[config.mk]
export PLATFORM = sky130hd
export DESIGN_NAME = pm_ctrl
export DESIGN_NICKNAME = d
export VERILOG_FILES = /design/src/rtl/pm_pkg.sv /design/src/rtl/pm_mode_field.sv /design/src/rtl/pm_wake_sel.sv /design/src/rtl/pm_seq.sv /design/src/rtl/pm_gate_en.sv /design/src/rtl/pm_ctrl.sv
export SDC_FILE = /design/constraint.sdc
export NUM_CORES = 1
export LEC_CHECK = 0
export BUFFER_PORTS_ARGS = -buffer_cell sky130_fd_sc_hd__buf_2
export CAP_MARGIN = 40
export CORE_MARGIN = 2
export CORE_UTILIZATION = 45
export CTS_BUF_LIST = sky130_fd_sc_hd__clkbuf_8
export CTS_CLUSTER_DIAMETER = 80
export DETAILED_ROUTE_END_ITERATION = 10
export GPL_ROUTABILITY_DRIVEN = 0
export PLACE_DENSITY = 0.77
export SLEW_MARGIN = 20
export SYNTH_ARGS = -nofsm -noshare
export SYNTH_HDL_FRONTEND = slang
export SYNTH_SLANG_ARGS = --single-unit
[constraint.sdc]
create_clock -name clk -period 1.6 [get_ports clk]
set_input_delay 0.32 -clock clk [delete_from_list [all_inputs] [get_ports clk]]
set_output_delay 0.32 -clock clk [all_outputs]
set_load 0.01 [all_outputs]
[src/rtl/pm_pkg.sv]
package pm_pkg;
  typedef enum logic [1:0] {
    PM_RUN    = 2'b00,
    PM_LIGHT  = 2'b01,
    PM_DEEP   = 2'b10,
    PM_SETTLE = 2'b11
  } pm_state_e;

  localparam logic [1:0] FIELD_RUN   = 2'b00;
  localparam logic [1:0] FIELD_LIGHT = 2'b01;
  localparam logic [1:0] FIELD_DEEP  = 2'b10;
  localparam logic [1:0] FIELD_BAD   = 2'b11;

  localparam int DOM_EXE = 0;
  localparam int DOM_BUS = 1;
  localparam int DOM_PER = 2;
  localparam int DOM_N   = 3;
endpackage

[src/rtl/pm_mode_field.sv]
module pm_mode_field
  import pm_pkg::*;
(
  input  logic       clk,
  input  logic       rst_n,
  input  logic       wr_en,
  input  logic [1:0] wr_data,
  input  logic       enter,
  output logic [1:0] field
);
  logic [1:0] field_q;

  always_ff @(posedge clk or negedge rst_n) begin
    if (!rst_n) begin
      field_q <= FIELD_RUN;
    end else if (wr_en) begin
      if (wr_data != FIELD_BAD) field_q <= wr_data;
    end else if (enter) begin
      field_q <= FIELD_RUN;
    end
  end

  assign field = field_q;
endmodule

[src/rtl/pm_wake_sel.sv]
module pm_wake_sel #(
  parameter int IRQ_N = 4
) (
  input  logic [IRQ_N-1:0] irq,
  input  logic [IRQ_N-1:0] irq_mask,
  input  logic             wake_pd,
  output logic             wake_light,
  output logic             wake_deep
);
  logic [IRQ_N-1:0] live;

  for (genvar g = 0; g < IRQ_N; g++) begin : g_line
    assign live[g] = irq[g] & ~irq_mask[g];
  end

  assign wake_light = (|live) | wake_pd;
  assign wake_deep  = wake_pd;
endmodule

[src/rtl/pm_seq.sv]
module pm_seq
  import pm_pkg::*;
#(
  parameter int SETTLE_W = 8
) (
  input  logic                clk,
  input  logic                rst_n,
  input  logic                halt,
  input  logic [1:0]          field,
  input  logic                wake_light,
  input  logic                wake_deep,
  input  logic [SETTLE_W-1:0] settle_len,
  output pm_state_e           state,
  output logic                enter
);
  pm_state_e           st_q, st_d;
  logic [SETTLE_W-1:0] cnt_q, cnt_d;

  always_comb begin
    st_d  = st_q;
    cnt_d = cnt_q;
    enter = 1'b0;
    unique case (st_q)
      PM_RUN: begin
        if (halt && field == FIELD_LIGHT) begin
          st_d  = PM_LIGHT;
          enter = 1'b1;
        end else if (halt && field == FIELD_DEEP) begin
          st_d  = PM_DEEP;
          enter = 1'b1;
        end
      end
      PM_LIGHT: begin
        if (wake_light) st_d = PM_RUN;
      end
      PM_DEEP: begin
        if (wake_deep) begin
          st_d  = PM_SETTLE;
          cnt_d = settle_len;
        end
      end
      PM_SETTLE: begin
        if (cnt_q == '0) st_d = PM_RUN;
        else             cnt_d = cnt_q - 1'b1;
      end
      default: st_d = PM_RUN;
    endcase
  end

  always_ff @(posedge clk or negedge rst_n) begin
    if (!rst_n) begin
      st_q  <= PM_RUN;
      cnt_q <= '0;
    end else begin
      st_q  <= st_d;
      cnt_q <= cnt_d;
    end
  end

  assign state = st_q;
endmodule

[src/rtl/pm_gate_en.sv]
module pm_gate_en #(
  parameter int DOMAINS = 3
) (
  input  logic               clk,
  input  logic               rst_n,
  input  logic [DOMAINS-1:0] want,
  output logic [DOMAINS-1:0] en
);
  for (genvar g = 0; g < DOMAINS; g++) begin : g_dom
    logic en_q;
    always_ff @(negedge clk or negedge rst_n) begin
      if (!rst_n) en_q <= 1'b1;
      else        en_q <= want[g];
    end
    assign en[g] = en_q;
  end
endmodule

[src/rtl/pm_ctrl.sv]
module pm_ctrl
  import pm_pkg::*;
#(
  parameter int IRQ_N    = 4,
  parameter int SETTLE_W = 8
) (
  input  logic                clk,
  input  logic                rst_n,
  input  logic                wr_en,
  input  logic [1:0]          wr_data,
  input  logic                halt,
  input  logic [IRQ_N-1:0]    irq,
  input  logic [IRQ_N-1:0]    irq_mask,
  input  logic                wake_pd,
  input  logic [SETTLE_W-1:0] settle_len,
  output logic                exe_clk_en,
  output logic                bus_clk_en,
  output logic                per_clk_en,
  output logic                osc_en,
  output logic [1:0]          mode_stat,
  output logic [1:0]          mode_req
);
  pm_state_e        state;
  logic             enter, wake_light, wake_deep;
  logic [DOM_N-1:0] want, en;

  pm_mode_field u_field (
    .clk(clk), .rst_n(rst_n), .wr_en(wr_en), .wr_data(wr_data),
    .enter(enter), .field(mode_req)
  );

  pm_wake_sel #(.IRQ_N(IRQ_N)) u_wake (
    .irq(irq), .irq_mask(irq_mask), .wake_pd(wake_pd),
    .wake_light(wake_light), .wake_deep(wake_deep)
  );

  pm_seq #(.SETTLE_W(SETTLE_W)) u_seq (
    .clk(clk), .rst_n(rst_n), .halt(halt), .field(mode_req),
    .wake_light(wake_light), .wake_deep(wake_deep),
    .settle_len(settle_len), .state(state), .enter(enter)
  );

  always_comb begin
    want          = '0;
    want[DOM_EXE] = (state == PM_RUN);
    want[DOM_BUS] = (state == PM_RUN);
    want[DOM_PER] = (state == PM_RUN) || (state == PM_LIGHT);
  end

  pm_gate_en #(.DOMAINS(DOM_N)) u_gate (
    .clk(clk), .rst_n(rst_n), .want(want), .en(en)
  );

  assign exe_clk_en = en[DOM_EXE];
  assign bus_clk_en = en[DOM_BUS];
  assign per_clk_en = en[DOM_PER];
  assign osc_en     = (state != PM_DEEP);
  assign mode_stat  = state;
endmodule

# Word level (Yosys, flattened, before mapping)
# Cells that the tools add are included.
# classes
add_sub_neg,1
eq_ne,13
mux,15
n_bitwise,9
reduce_logical,11
# op_table
cell,n
$mux 2,8
$mux 8,2
$pmux 8 s2,1
$logic_not 8->1,1
$ne 2x2->1 const B,4
$pmux 2 s4,1
$sub 8x1->8 const B,1
$eq 2x2->1 const B,3
$ne 2x1->1 const B,3
$and 1x1->1,4
$eq 2x1->1 const B,2
$not 1->1,4
$reduce_and 4->1,1
$reduce_bool 2->1,2
$reduce_or 4->1,1
$mux 1,3
$ne 3x3->1 const B,1
$reduce_and 3->1,1
$logic_and 1x1->1,2
$logic_not 2->1,1
$reduce_and 2->1,1
$logic_or 1x1->1,1
$or 1x1->1,1
# totals
regBits,14
out_inout_bits,8

# Logic depth before layout (Yosys ltp)
# depth
depth_word,7
ltp_mapped,7
ltp_nobuf,6

# Cells and area by module
# From an unflattened synthesis, not the netlist that was laid out.
# hier_totals
hier_cells,93
area_unflattened_um2,902.1
# modules_own_cells
mod,instances,cells_each,area_per_inst_um2
pm_seq,1,68,655.6
pm_gate_en,1,7,105.1
pm_mode_field,1,7,86.3
pm_wake_sel,1,8,41.3
pm_ctrl,1,3,13.8

==> results.md <==
- Crit path arrival time: about 1.7 ns
- Yosys warns: 0
- Synth Area per Inst: approximately 8.7 um2
- R2R Path Start: u_seq.cnt_q[1]$_DFFE_PN0P_
- Pwr Density: 1880 nW/um2
- Yosys reg bits: 14
- WS Path Type: reg2out
- Die Footprint: between 2000 and 2500 um2
- Crit path max-delay family: flip-flops
- Number of global-route vias before repair: between 800 and 900
- Most common cell after layout, fill and taps aside: buf_2
- Area growth from synthesis to layout: 44.2%
- Hold Startpoint: wr_data[1]
- Routed wire length: 2.16 mm
- Endpoint class of the critical path: primary output
- Sw Share: 43.0%
- Num ports: 31
- Crit path cell chain: buf_6
- CP max stage cell: dfstp_2
- Outcome: complete, but fails checks
- # rows: 15
- Power share of the combinational group: between 50% and 60%
- Largest net degree at the start of global routing: 11
- WP buf/inv: 1
- Congestion Overflow GR: 0
- Place WS: -0.146 ns
- Port Buf Inserts: 30
- Syn_nets: 121
- Final worst slack: -0.460 ns
- Cells on worst reg2reg path: 6
- Vias per cell: 5.38
- Final Skew: 0.0618 ns
- Syn Inst Count: 96
- Worst-path fanout max: 2
- Max-cap violation count: 0
- ANT cells: 0
- Total Power: 2270 uW
- Initial core utilization: 48.0%
- Number of remaining DRC errors: 0
- Design Area, Final: ~1200 um2
- Hold path depth: 2
- Hpwl dp: 1.62 mm
- Failing checks: setup timing
- Filler cells: around 150
- Critical path data required time: 1.28 ns
- Worst Max-Slew Pin Slew: about 0.37 ns
- Pre-antenna DRT Iters: 4
- Root Driver: clkbuf_8
- Internal: 1300 uW
- Switch Pwr: 977 uW
- Global-route wire length before repair: 3.40 mm
- Worst vdd ir: 0.00107 V
- Die Wd: 47.1 um
- Slew margin rel.: around three quarters
- CTS tree: built
- Post-DRT Antenna Nets: 0
- Clock transition at the registers of the reported paths: 0.05 ns
- Worst r2r dst: u_seq.cnt_q[6]$_DFFE_PN0P_
- Final-report setup violation count: 3
- Die Height: between 40 and 50 um
- Net count, final: 166
- Mapped Area: 837 um2
- Sequential-to-total area share from yosys stat: 42.2%
- Initial DRC count: 20
- Layout cells sized above 1: 42.1%
- Hold Path End: u_field.field[0]$_DFFE_PN0P_
- CP max stage delay: 0.53 ns
- Bufs on Longest Clock Path: 2
- Most frequent cells in the layout: buf_2 (27), inv_1 (12), dfrtp_1 (12)
- H-tree levels: 1
- Post-DR wirelength/cell: 13.1 um
- Fin. Hold Viols: 0
- TritonCTS Buffers: 3
- GRT Overall Usage: 21.9%
- # clock sinks: 14
- Hold crit path type: in2reg
- RSZ-0062 raised after global routing: yes
- Clock latency on the worst-skew pair: 0.31 ns
- Setup crit start: u_gate.g_dom[0].en_q$_DFF_NN1_
- Slack of the worst reg-to-reg path: 0.03 ns
- Register share of total power: about 30%
- Clock Power Share: a little over an eighth
- Initial antenna violation count: 0
- Core box area: 1750 um2
- Post-synth cell types: 35
- Critical path launch point type: flip-flop
- Placed cell areas: 1070 um2
- Via count: 888
- Final Slew Violations: 0
- Leak: ~0.00059 uW
[per-stage QoR]
| stage | cells | hold slack [ns] | setup TNS [ns] | util, % |
|---|---|---|---|---|
| after floorplan | 96 | 0.0244 | -0.258 | - |
| after global placement | 157 | 0.128 | -0.398 | 61.4 |
| after detailed placement | 157 | 0.133 | -0.414 | 61.4 |
| after CTS | 163 | 0.294 | -1.36 | 65.2 |
| after global routing | 165 | 0.304 | -1.52 | 69.2 |
| final | 165 | 0.301 | -1.35 | 69.2 |
[synth_stat cells]
master	instances	area share (%)
a211oi_1	1	0.90
or3_1	1	0.75
nor2_1	7	3.1
xor2_1	1	1.0
and4_1	1	1.0
o21ai_1	7	4.2
or3b_1	1	1.0
ha_1	2	3.0
buf_4	1	0.90
nand2_1	5	2.2
a31oi_1	2	1.5
o22ai_1	3	2.2
o211ai_1	1	0.90
nor3_2	1	1.2
nand2b_1	1	0.75
dfrtp_1	12	36
buf_2	3	1.8
and2_1	1	0.75
a31oi_2	1	1.5
a222oi_1	1	1.2
a31o_2	1	1.0
dfstp_2	2	6.3
nand3_1	3	1.8
and3b_1	1	1.0
nor3_1	3	1.8
inv_1	12	5.4
o21ai_0	3	1.8
a22oi_1	1	0.90
nor4_2	1	1.5
a21oi_1	10	6.0
a41oi_1	2	2.1
o2bb2ai_1	1	1.0
o31a_1	1	1.0
or4_4	1	1.3
a31o_1	1	1.0
[routing by layer]
layer | part of all wire, % | wire length, um | track usage [%]
met5 | 0 | 0 | 0
met4 | 0.97 | 21 | 7.78
met3 | 3.7 | 79 | 5.77
met2 | 53 | 1140 | 38.1
met1 | 43 | 924 | 26.0
[power groups by stage]
stage | combinational (uW) | clock (uW) | sequential [uW]
after detailed placement | 1130 | 11.7 | 655
after CTS | 1150 | 313 | 654
after global routing | 1430 | 332 | 690
after global placement | 1080 | 11.7 | 646
final | 1300 | 307 | 666
after floorplan | 707 | 11.7 | 676
[timing repair]
item | CTS | global route
endpoints found under the setup margin | 5 | 10
hold endpoints to repair | 2 | 0
pin swaps | 0 | 0
hold buffers | 1 | 0
gates resized for setup | 2 | 12
buffers inserted | 0 | 2
[state kept, by name, indices dropped and copies added, names as in the netlist]
signal	flops
u_field.field	2
u_seq.state	2
u_seq.cnt_q	8
u_gate.g_dom.en_q	2
[cells by family (layout without fill, tap and decap cells)]
kind of cell / count (synthesis) / in the layout / share of synthesized area [%]
fa+ha+maj: 2 / 2 / 2.99
xor+xnor: 1 / 1 / 1.05
compound gates: 36 / 36 / 27.4
flops: 14 / 14 / 42.2
simple gates: 27 / 27 / 18.4
buf+inv: 16 / 60 / 8.07
[area by class of cell]
cell class | instances | area, um2 | area share (%)
clock buffers | 3 | 41.3 | 3.42
flip-flops and latches | 14 | 353 | 29.2
multi-input cells | 66 | 457 | 37.8
repair buffers | 43 | 273 | 22.6
clock inverters | 3 | 11.3 | 0.933
inverters | 11 | 41.3 | 3.42
well taps | 25 | 31.3 | 2.59
[how the worst max path moves through the flow]
| stage | end | slack [ns] | cells past startpoint |
|---|---|---|---|
| floorplan | exe_clk_en | -0.16 | 1 |
| global placement | exe_clk_en | -0.14 | 1 |
| detailed placement | bus_clk_en | -0.15 | 1 |
| CTS | bus_clk_en | -0.47 | 1 |
| global route | bus_clk_en | -0.49 | 1 |
| finish | bus_clk_en | -0.46 | 1 |
Power figures use the tool's default switching activity.
